**src/rtl/sai_pkg.sv**
```systemverilog
package sai_pkg;
  localparam int BYTE_W = 8;

  typedef struct packed {
    logic              sof;
    logic              eof;
    logic [BYTE_W-1:0] data;
  } sai_beat_t;
endpackage

```
**src/rtl/sai_rst_sync.sv**
```systemverilog
module sai_rst_sync #(
  parameter int STAGES = 2
) (
  input  logic clk,
  input  logic rst_n,
  output logic rst_n_sync
);
  logic [STAGES-1:0] sync_q;
  logic [STAGES-1:0] sync_d;

  always_comb sync_d = {sync_q[STAGES-2:0], 1'b1};

  always_ff @(posedge clk or negedge rst_n) begin
    if (!rst_n) sync_q <= '0;
    else        sync_q <= sync_d;
  end

  assign rst_n_sync = sync_q[STAGES-1];
endmodule

```
**src/rtl/sai_regs.sv**
```systemverilog
module sai_regs #(
  parameter int          SLOTS      = 6,
  parameter int          RA_W       = 8,
  parameter logic [7:0]  ADDR_EN    = 8'h07,
  parameter logic [7:0]  ADDR_DATA  = 8'h08,
  parameter logic [7:0]  ADDR_INDEX = 8'h09,
  parameter logic [7:0]  ADDR_STRB  = 8'h0A
) (
  input  logic                                 clk,
  input  logic                                 rst_n,
  input  logic                                 reg_wr,
  input  logic [RA_W-1:0]                      reg_addr,
  input  logic [sai_pkg::BYTE_W-1:0]           reg_wdata,
  output logic                                 en_o,
  output logic [SLOTS-1:0][sai_pkg::BYTE_W-1:0] store_o
);
  import sai_pkg::*;
  localparam int SEL_W = (SLOTS > 1) ? $clog2(SLOTS) : 1;
  localparam logic [BYTE_W-1:0] SLOTS_L = BYTE_W'(SLOTS);

  logic                         en_q, en_d;
  logic [BYTE_W-1:0]            idx_q, idx_d;
  logic [BYTE_W-1:0]            dat_q, dat_d;
  logic                         arm_q, arm_d;
  logic [SLOTS-1:0][BYTE_W-1:0] store_q, store_d;
  logic                         hit_en, hit_dat, hit_idx, hit_stb;
  logic                         commit;

  always_comb begin
    hit_en  = reg_wr && (reg_addr == RA_W'(ADDR_EN));
    hit_dat = reg_wr && (reg_addr == RA_W'(ADDR_DATA));
    hit_idx = reg_wr && (reg_addr == RA_W'(ADDR_INDEX));
    hit_stb = reg_wr && (reg_addr == RA_W'(ADDR_STRB));
    commit  = hit_stb && !reg_wdata[0] && arm_q && (idx_q < SLOTS_L);
  end

  always_comb begin
    en_d    = en_q;
    idx_d   = idx_q;
    dat_d   = dat_q;
    arm_d   = arm_q;
    store_d = store_q;
    if (hit_en)  en_d  = reg_wdata[0];
    if (hit_idx) idx_d = reg_wdata;
    if (hit_dat) dat_d = reg_wdata;
    if (hit_stb) arm_d = reg_wdata[0];
    if (commit)  store_d[idx_q[SEL_W-1:0]] = dat_q;
  end

  always_ff @(posedge clk or negedge rst_n) begin
    if (!rst_n) begin
      en_q    <= 1'b0;
      idx_q   <= '0;
      dat_q   <= '0;
      arm_q   <= 1'b0;
      store_q <= '0;
    end else begin
      en_q  <= en_d;
      idx_q <= idx_d;
      dat_q <= dat_d;
      arm_q <= arm_d;
      if (commit) store_q <= store_d;
    end
  end

  assign en_o    = en_q;
  assign store_o = store_q;

  assert_commit_R5: assert property (@(posedge clk) disable iff (!rst_n)
    (hit_stb && !reg_wdata[0] && arm_q && idx_q < SLOTS_L)
      |=> store_q[$past(idx_q[SEL_W-1:0])] == $past(dat_q));

  assert_no_commit_R5: assert property (@(posedge clk) disable iff (!rst_n)
    (!hit_stb || reg_wdata[0] || !arm_q) |=> $stable(store_q));

  assert_bad_index_R6: assert property (@(posedge clk) disable iff (!rst_n)
    (idx_q >= SLOTS_L) |=> $stable(store_q));
endmodule

```
**src/rtl/sai_pos.sv**
```systemverilog
module sai_pos #(
  parameter int OFFSET = 6,
  parameter int SLOTS  = 6
) (
  input  logic                                        clk,
  input  logic                                        rst_n,
  input  logic                                        in_valid,
  input  logic                                        in_sof,
  input  logic                                        reg_en,
  output logic [$clog2(OFFSET+SLOTS+1)-1:0]           pos_o,
  output logic                                        frame_en_o
);
  localparam int POS_W = $clog2(OFFSET + SLOTS + 1);
  localparam logic [POS_W-1:0] POS_MAX = '1;

  logic [POS_W-1:0] cnt_q, cnt_d;
  logic             fen_q, fen_d;
  logic             start;

  always_comb begin
    start = in_valid && in_sof;
    cnt_d = cnt_q;
    fen_d = fen_q;
    if (in_valid) begin
      if (in_sof)                cnt_d = POS_W'(1);
      else if (cnt_q != POS_MAX) cnt_d = cnt_q + POS_W'(1);
    end
    if (start) fen_d = reg_en;
    pos_o      = in_sof ? '0 : cnt_q;
    frame_en_o = start ? reg_en : fen_q;
  end

  always_ff @(posedge clk or negedge rst_n) begin
    if (!rst_n) begin
      cnt_q <= '0;
      fen_q <= 1'b0;
    end else begin
      if (in_valid) cnt_q <= cnt_d;
      if (start)    fen_q <= fen_d;
    end
  end

  assert_hold_pos_R9: assert property (@(posedge clk) disable iff (!rst_n)
    !in_valid |=> $stable(cnt_q));

  assert_frame_en_R7: assert property (@(posedge clk) disable iff (!rst_n)
    !(in_valid && in_sof) |=> $stable(fen_q));
endmodule

```
**src/rtl/sai_subst.sv**
```systemverilog
module sai_subst #(
  parameter int OFFSET = 6,
  parameter int SLOTS  = 6
) (
  input  logic                                  clk,
  input  logic                                  rst_n,
  input  logic                                  in_valid,
  input  sai_pkg::sai_beat_t                    in_beat,
  input  logic [$clog2(OFFSET+SLOTS+1)-1:0]     pos,
  input  logic                                  frame_en,
  input  logic [SLOTS-1:0][sai_pkg::BYTE_W-1:0] store,
  output logic                                  out_valid,
  output sai_pkg::sai_beat_t                    out_beat
);
  import sai_pkg::*;
  localparam int POS_W = $clog2(OFFSET + SLOTS + 1);
  localparam int SEL_W = (SLOTS > 1) ? $clog2(SLOTS) : 1;
  localparam logic [POS_W-1:0] LO = POS_W'(OFFSET);
  localparam logic [POS_W-1:0] HI = POS_W'(OFFSET + SLOTS);

  logic             in_window, sel;
  logic [POS_W-1:0] rel;
  sai_beat_t        beat_d, beat_q;
  logic             vld_q;

  always_comb begin
    in_window = (pos >= LO) && (pos < HI);
    sel       = frame_en && in_window;
    rel       = pos - LO;
    beat_d    = in_beat;
    if (sel) beat_d.data = store[rel[SEL_W-1:0]];
    if (!in_valid) begin
      beat_d.sof  = 1'b0;
      beat_d.eof  = 1'b0;
      beat_d.data = beat_q.data;
    end
  end

  always_ff @(posedge clk or negedge rst_n) begin
    if (!rst_n) begin
      vld_q  <= 1'b0;
      beat_q <= '0;
    end else begin
      vld_q  <= in_valid;
      beat_q <= beat_d;
    end
  end

  assign out_valid = vld_q;
  assign out_beat  = beat_q;

  assert_valid_R2: assert property (@(posedge clk) disable iff (!rst_n)
    in_valid |=> (out_valid && out_beat.sof == $past(in_beat.sof)
                  && out_beat.eof == $past(in_beat.eof)));

  assert_no_valid_R2: assert property (@(posedge clk) disable iff (!rst_n)
    !in_valid |=> !out_valid);

  assert_pass_off_R3: assert property (@(posedge clk) disable iff (!rst_n)
    (in_valid && !frame_en) |=> out_beat.data == $past(in_beat.data));

  assert_pass_outside_R8: assert property (@(posedge clk) disable iff (!rst_n)
    (in_valid && !in_window) |=> out_beat.data == $past(in_beat.data));
endmodule

```
**src/rtl/tx_srcaddr_inserter.sv**
```systemverilog
module tx_srcaddr_inserter #(
  parameter int         OFFSET     = 6,
  parameter int         SLOTS      = 6,
  parameter int         RA_W       = 8,
  parameter logic [7:0] ADDR_EN    = 8'h07,
  parameter logic [7:0] ADDR_DATA  = 8'h08,
  parameter logic [7:0] ADDR_INDEX = 8'h09,
  parameter logic [7:0] ADDR_STRB  = 8'h0A
) (
  input  logic            clk,
  input  logic            rst_n,
  input  logic            reg_wr,
  input  logic [RA_W-1:0] reg_addr,
  input  logic [7:0]      reg_wdata,
  input  logic            in_valid,
  input  logic            in_sof,
  input  logic            in_eof,
  input  logic [7:0]      in_data,
  output logic            out_valid,
  output logic            out_sof,
  output logic            out_eof,
  output logic [7:0]      out_data
);
  import sai_pkg::*;
  localparam int POS_W = $clog2(OFFSET + SLOTS + 1);

  logic                         rst_n_s;
  logic                         en;
  logic [SLOTS-1:0][BYTE_W-1:0] store;
  logic [POS_W-1:0]             pos;
  logic                         frame_en;
  sai_beat_t                    beat_in, beat_out;

  assign beat_in = '{sof: in_sof, eof: in_eof, data: in_data};

  sai_rst_sync #(.STAGES(2)) u_rst (
    .clk(clk), .rst_n(rst_n), .rst_n_sync(rst_n_s)
  );

  sai_regs #(
    .SLOTS(SLOTS), .RA_W(RA_W), .ADDR_EN(ADDR_EN), .ADDR_DATA(ADDR_DATA),
    .ADDR_INDEX(ADDR_INDEX), .ADDR_STRB(ADDR_STRB)
  ) u_regs (
    .clk(clk), .rst_n(rst_n_s), .reg_wr(reg_wr), .reg_addr(reg_addr),
    .reg_wdata(reg_wdata), .en_o(en), .store_o(store)
  );

  sai_pos #(.OFFSET(OFFSET), .SLOTS(SLOTS)) u_pos (
    .clk(clk), .rst_n(rst_n_s), .in_valid(in_valid), .in_sof(in_sof),
    .reg_en(en), .pos_o(pos), .frame_en_o(frame_en)
  );

  sai_subst #(.OFFSET(OFFSET), .SLOTS(SLOTS)) u_subst (
    .clk(clk), .rst_n(rst_n_s), .in_valid(in_valid), .in_beat(beat_in),
    .pos(pos), .frame_en(frame_en), .store(store),
    .out_valid(out_valid), .out_beat(beat_out)
  );

  assign out_sof  = beat_out.sof;
  assign out_eof  = beat_out.eof;
  assign out_data = beat_out.data;
endmodule

```
**config.mk**
```make
export PLATFORM = sky130hd
export DESIGN_NAME = tx_srcaddr_inserter
export DESIGN_NICKNAME = d
export VERILOG_FILES = /design/src/rtl/sai_pkg.sv /design/src/rtl/sai_rst_sync.sv /design/src/rtl/sai_regs.sv /design/src/rtl/sai_pos.sv /design/src/rtl/sai_subst.sv /design/src/rtl/tx_srcaddr_inserter.sv
export SDC_FILE = /design/constraint.sdc
export NUM_CORES = 1
export LEC_CHECK = 0
export ABC_AREA = 1
export BUFFER_PORTS_ARGS = -buffer_cell sky130_fd_sc_hd__buf_2
export CAP_MARGIN = 5
export CORE_MARGIN = 8
export CORE_UTILIZATION = 30
export CTS_BUF_LIST = sky130_fd_sc_hd__clkbuf_2
export DETAILED_ROUTE_END_ITERATION = 8
export HOLD_SLACK_MARGIN = 0.08
export REMOVE_ABC_BUFFERS = 1
export SYNTH_ARGS = -nofsm -noshare
export SYNTH_HDL_FRONTEND = slang
export SYNTH_SLANG_ARGS = --single-unit
```
**constraint.sdc**
```tcl
create_clock -name clk -period 2.9 [get_ports clk]
set_input_delay 0.58 -clock clk [delete_from_list [all_inputs] [get_ports clk]]
set_output_delay 0.58 -clock clk [all_outputs]
set_load 0.01 [all_outputs]
```
==> impl_metrics.py <==
metrics = {
    "synthesis": {
        "yosys.cell_types.count": 27,
        "synth.mux.area_fraction_pct": 1.92,
        "syn_area_per_cell_um2": 8.08,
        "synthXorXnorAreaFrac_pct": 0,
        "yosys.area_share.simple_pct": 32.8,
        "synthArstFlopShare_pct": 100,
        "yosys.area.top_type": "dfrtp_1",
        "synth_seq_area_share_pct": 51.2,
        "synth_fa_ha_area_share_pct": 0.305,
        "synthCells": 508,
        "synth_top_area_share_pct": 51.2,
        "post_synth_most_frequent_cells": "nand2_1, dfrtp_1, nand4_1",
        "post-synth-top-count-cell": "nand2_1",
        "postSynthRegisterBits": 84,
        "ys.warnings.count": 0,
        "number_of_synthesized_flops_with_an_enable_pin": 0,
        "synth-compound-area-share_pct": 5.85,
        "synthTopCellsByArea": "dfrtp_1, nand2_1, nand4_1",
        "combinational_family_with_the_most_area_after_synthesis": "simple AND/OR/NAND/NOR gates",
        "syn-cell-area_um2": 4100,
        "postSynth.topFlopCell": "dfrtp_1",
    },
    "detailed_routing": {
        "detail_route.vias_per_cell": 4.82,
        "drt_first_pass_iters": 4,
        "drt_iter0_drcs": 261,
        "antenna_violating_nets_post_route": 0,
        "wl_per_cell_um": 14.4,
        "remaining_drc_errors": 0,
        "via_count": 3497,
        "route.final.wire_length_um": 10400,
    },
    "grt": {
        "grt_overflow": 0,
        "grtUsageTotal_pct": 12.4,
        "antenna_found_initial": 0,
        "pin_count_of_the_biggest_net_entering_global_routing": 83,
        "vias_in_the_first_global_route": 3421,
        "grt_first_pass_wirelength_um": 17900,
    },
    "worst_setup_path": {
        "rr_startpoint": "u_regs.idx_q[0]$_DFFE_PN0P_",
        "crit_path_start_kind": "flop",
        "cp_slowest_cell": "dfrtp_1",
        "critical_path_buf_inv_count": 1,
        "timing.reg2reg.setup_slack_ns": 0.74,
        "reg2reg_to": "u_regs.store_o[16]$_DFFE_PN0P_",
        "r2r.worst_path.cells": 4,
        "worst_setup_path_category": "reg -> reg",
        "cpMostUsedCell": "nand2_1",
        "critPathTopFamily": "flip-flops",
        "critical-path-max-stage-delay_ns": 0.99,
        "cp_data_required_time_ns": 3.39,
        "critPathArrivalTime_ns": 2.65,
        "setup.worst_path.end_class": "flop",
        "crit_fanout": 28,
        "critical_path.cell_chain": "inv_2 -> nand4_1 -> nand2_1 -> nand2_1",
    },
    "place": {
        "io_buffer_count": 40,
        "gpl.final_weighted_congestion": 0.800,
        "placed_cells": 708,
        "place_hpwl_um": 7420,
        "place_worst_setup_slack_ns": 0.815,
        "post_dp_cell_area_um2": 4450,
    },
    "timing": {
        "totalNegativeSetupSlack_ns": 0,
        "setup_viol_count_final": 0,
        "grt_setup_unrepaired": "false",
        "achievable-frequency_mhz": 463,
        "final-max-slew-violation-count": 0,
        "finalHoldViolations": 0,
        "final_period_minus_worst_setup_slack_ns": 2.16,
        "finClkSkew_ns": 0.0209,
        "worst_margin_pin_slew_ns": 1.06,
        "slew-limit-headroom_pct": 29.2,
        "final.setup.worst_slack_ns": 0.739,
        "final.period_utilization_pct": 74.5,
    },
    "final_layout": {
        "insertedDiodeCount": 0,
        "final_layout_size_suffix_gt1_share_pct": 16.2,
        "fin_nets": 575,
        "postLayoutCellArea_um2": 4620,
        "syn2layout_area_growth_pct": 12.5,
        "final_cells": 725,
    },
    "power_and_ir_drop": {
        "cellInternalPower_mw": 1.66,
        "power.density_nw_per_um2": 489,
        "sequentialPowerShare_pct": 56.8,
        "power.combinational.fraction_pct": 9.0,
        "power.net_switching_mw": 0.602,
        "power_share_of_the_clock_group_pct": 34.2,
        "vdd.ir_drop.worst_uv": 228,
        "power.static_leakage_nw": 2.43,
        "switching_share_pct": 26.6,
    },
    "die": {
        "placement_rows": 42,
        "design.die.area_um2": 17700,
        "die_width_um": 133,
        "initial_utilization_pct": 30.9,
        "i_o_pin_cnt": 41,
        "die_h_um": 133,
        "placeableCoreArea_um2": 13300,
    },
    "hold_path": {
        "whs_endpoint": "u_subst.out_valid$_DFF_PN0_",
        "hp-class": "in -> reg",
        "timing.hold.worst.start": "in_valid",
        "min_delay_path_depth": 1,
    },
    "clock_tree": {
        "cts.repair_timing.setup_buffer_count": 0,
        "clock_sinks": 84,
        "clk_pin_slew_worst_paths_ns": 0.21,
        "tritoncts": "built",
        "tritoncts.num_buffers": 9,
        "clk_latency_ns": 0.55,
        "htreeDepth": 3,
        "clock_tree.root_cell": "clkbuf_2",
        "clock_tree.buffer_depth": 2,
    },
    "run": {
        "maxCapViolations": 0,
    },
    "run_status": {
        "status": "complete, no violations",
    },
}
==> state kept, by name, indices dropped and copies added (netlist names) <==
signal             count
u_regs.idx_q           8
u_regs.store_o        48
u_subst.out_beat      10
u_rst.sync_q           2
u_pos.fen_q            1
u_regs.arm_q           1
u_regs.dat_q           8
u_subst.out_valid      1
u_regs.en_o            1
u_pos.cnt_q            4
==> metal layers <==
metal  part of all wire, %  up-vias  routed length (µm)  track usage, %
li1                      -     1747                   -               -
met1                    51     1644                5340            18.0
met2                    41      100                4310            17.0
met3                   6.4        6                 665            3.90
met4                  0.93        0                  97            3.85
met5                     0        -                   0               0
==> worst max path at each step <==
stage / startpoint / end / slack [ns] / cells after the start
after detailed placement: u_regs.idx_q[0]$_DFFE_PN0P_ / u_regs.store_o[17]$_DFFE_PN0P_ / 0.82 / 4
after floorplan: u_rst.sync_q[1]$_DFF_PN0_ / u_pos.cnt_q[0]$_DFFE_PN0P_ / 0.39 / 0
after global placement: u_regs.idx_q[0]$_DFFE_PN0P_ / u_regs.store_o[17]$_DFFE_PN0P_ / 0.83 / 4
after CTS: u_regs.idx_q[0]$_DFFE_PN0P_ / u_regs.store_o[16]$_DFFE_PN0P_ / 0.78 / 4
final: u_regs.idx_q[0]$_DFFE_PN0P_ / u_regs.store_o[16]$_DFFE_PN0P_ / 0.74 / 4
after global routing: u_regs.idx_q[0]$_DFFE_PN0P_ / u_regs.store_o[16]$_DFFE_PN0P_ / 0.62 / 4
==> cell usage in the layout (no fill, tap or decap) <==
cell type / instances
a21oi_1: 10
buf_2: 40
buf_4: 6
bufinv_16: 3
clkbuf_2: 10
clkinv_1: 2
clkinv_2: 1
conb_1: 1
dfrtp_1: 83
dfrtp_4: 1
dlygate4sd3_1: 1
ha_1: 1
inv_1: 48
inv_2: 6
mux2_2: 7
nand2_1: 170
nand3_1: 16
nand3_2: 1
nand4_1: 61
nor2_1: 33
nor2_2: 3
nor2_4: 3
nor3_1: 1
nor3_2: 1
o211ai_1: 9
o21ai_0: 21
o21ai_1: 2
o21bai_1: 1
or2_2: 7
==> kinds of logic (layout without fill, tap and decap cells) <==
family | count (synthesis) | after routing
other | 1 | 1
multiplexers | 7 | 7
AND/OR/NAND/NOR | 296 | 296
adder cells (fa/ha/maj) | 1 | 1
buffers and inverters | 76 | 117
flip-flops | 84 | 84
AO/OA/AOI/OAI | 43 | 43
==> per-stage QoR <==
stage          hold slack (ns)  util, %  total power, mW
4_1_cts                  0.136     34.7             2.28
5_1_grt                  0.106     34.7             2.38
2_1_floorplan            0.284        -             1.41
3_5_place_dp             0.341     33.5             1.51
3_3_place_gp             0.339     33.5             1.50
6_report                 0.191     34.7             2.26
==> repair_timing <==
action | CTS | global route
gates resized for setup | 0 | 0
hold endpoints to repair | 2 | 0
hold buffers | 1 | 0
==> final cells by class <==
class                           count  area (µm²)
Fill cell                        1418        8680
Sequential cell                    84        2110
Multi-Input combinational cell    348        1680
Timing Repair Buffer               47         255
Tap cell                          176         220
Inverter                           54         203
Clock inverter                      6         103
Clock buffer                       10        50.0
==> power by group through the flow <==
stage          clock (mW)  combinational (mW)  sequential [mW]
6_report            0.771               0.203             1.28
5_1_grt             0.846               0.236             1.30
4_1_cts             0.792               0.204             1.29
3_5_place_dp            0               0.203             1.31
3_3_place_gp            0               0.198             1.30
2_1_floorplan           0               0.121             1.29
(Power assumes the default switching activity.)
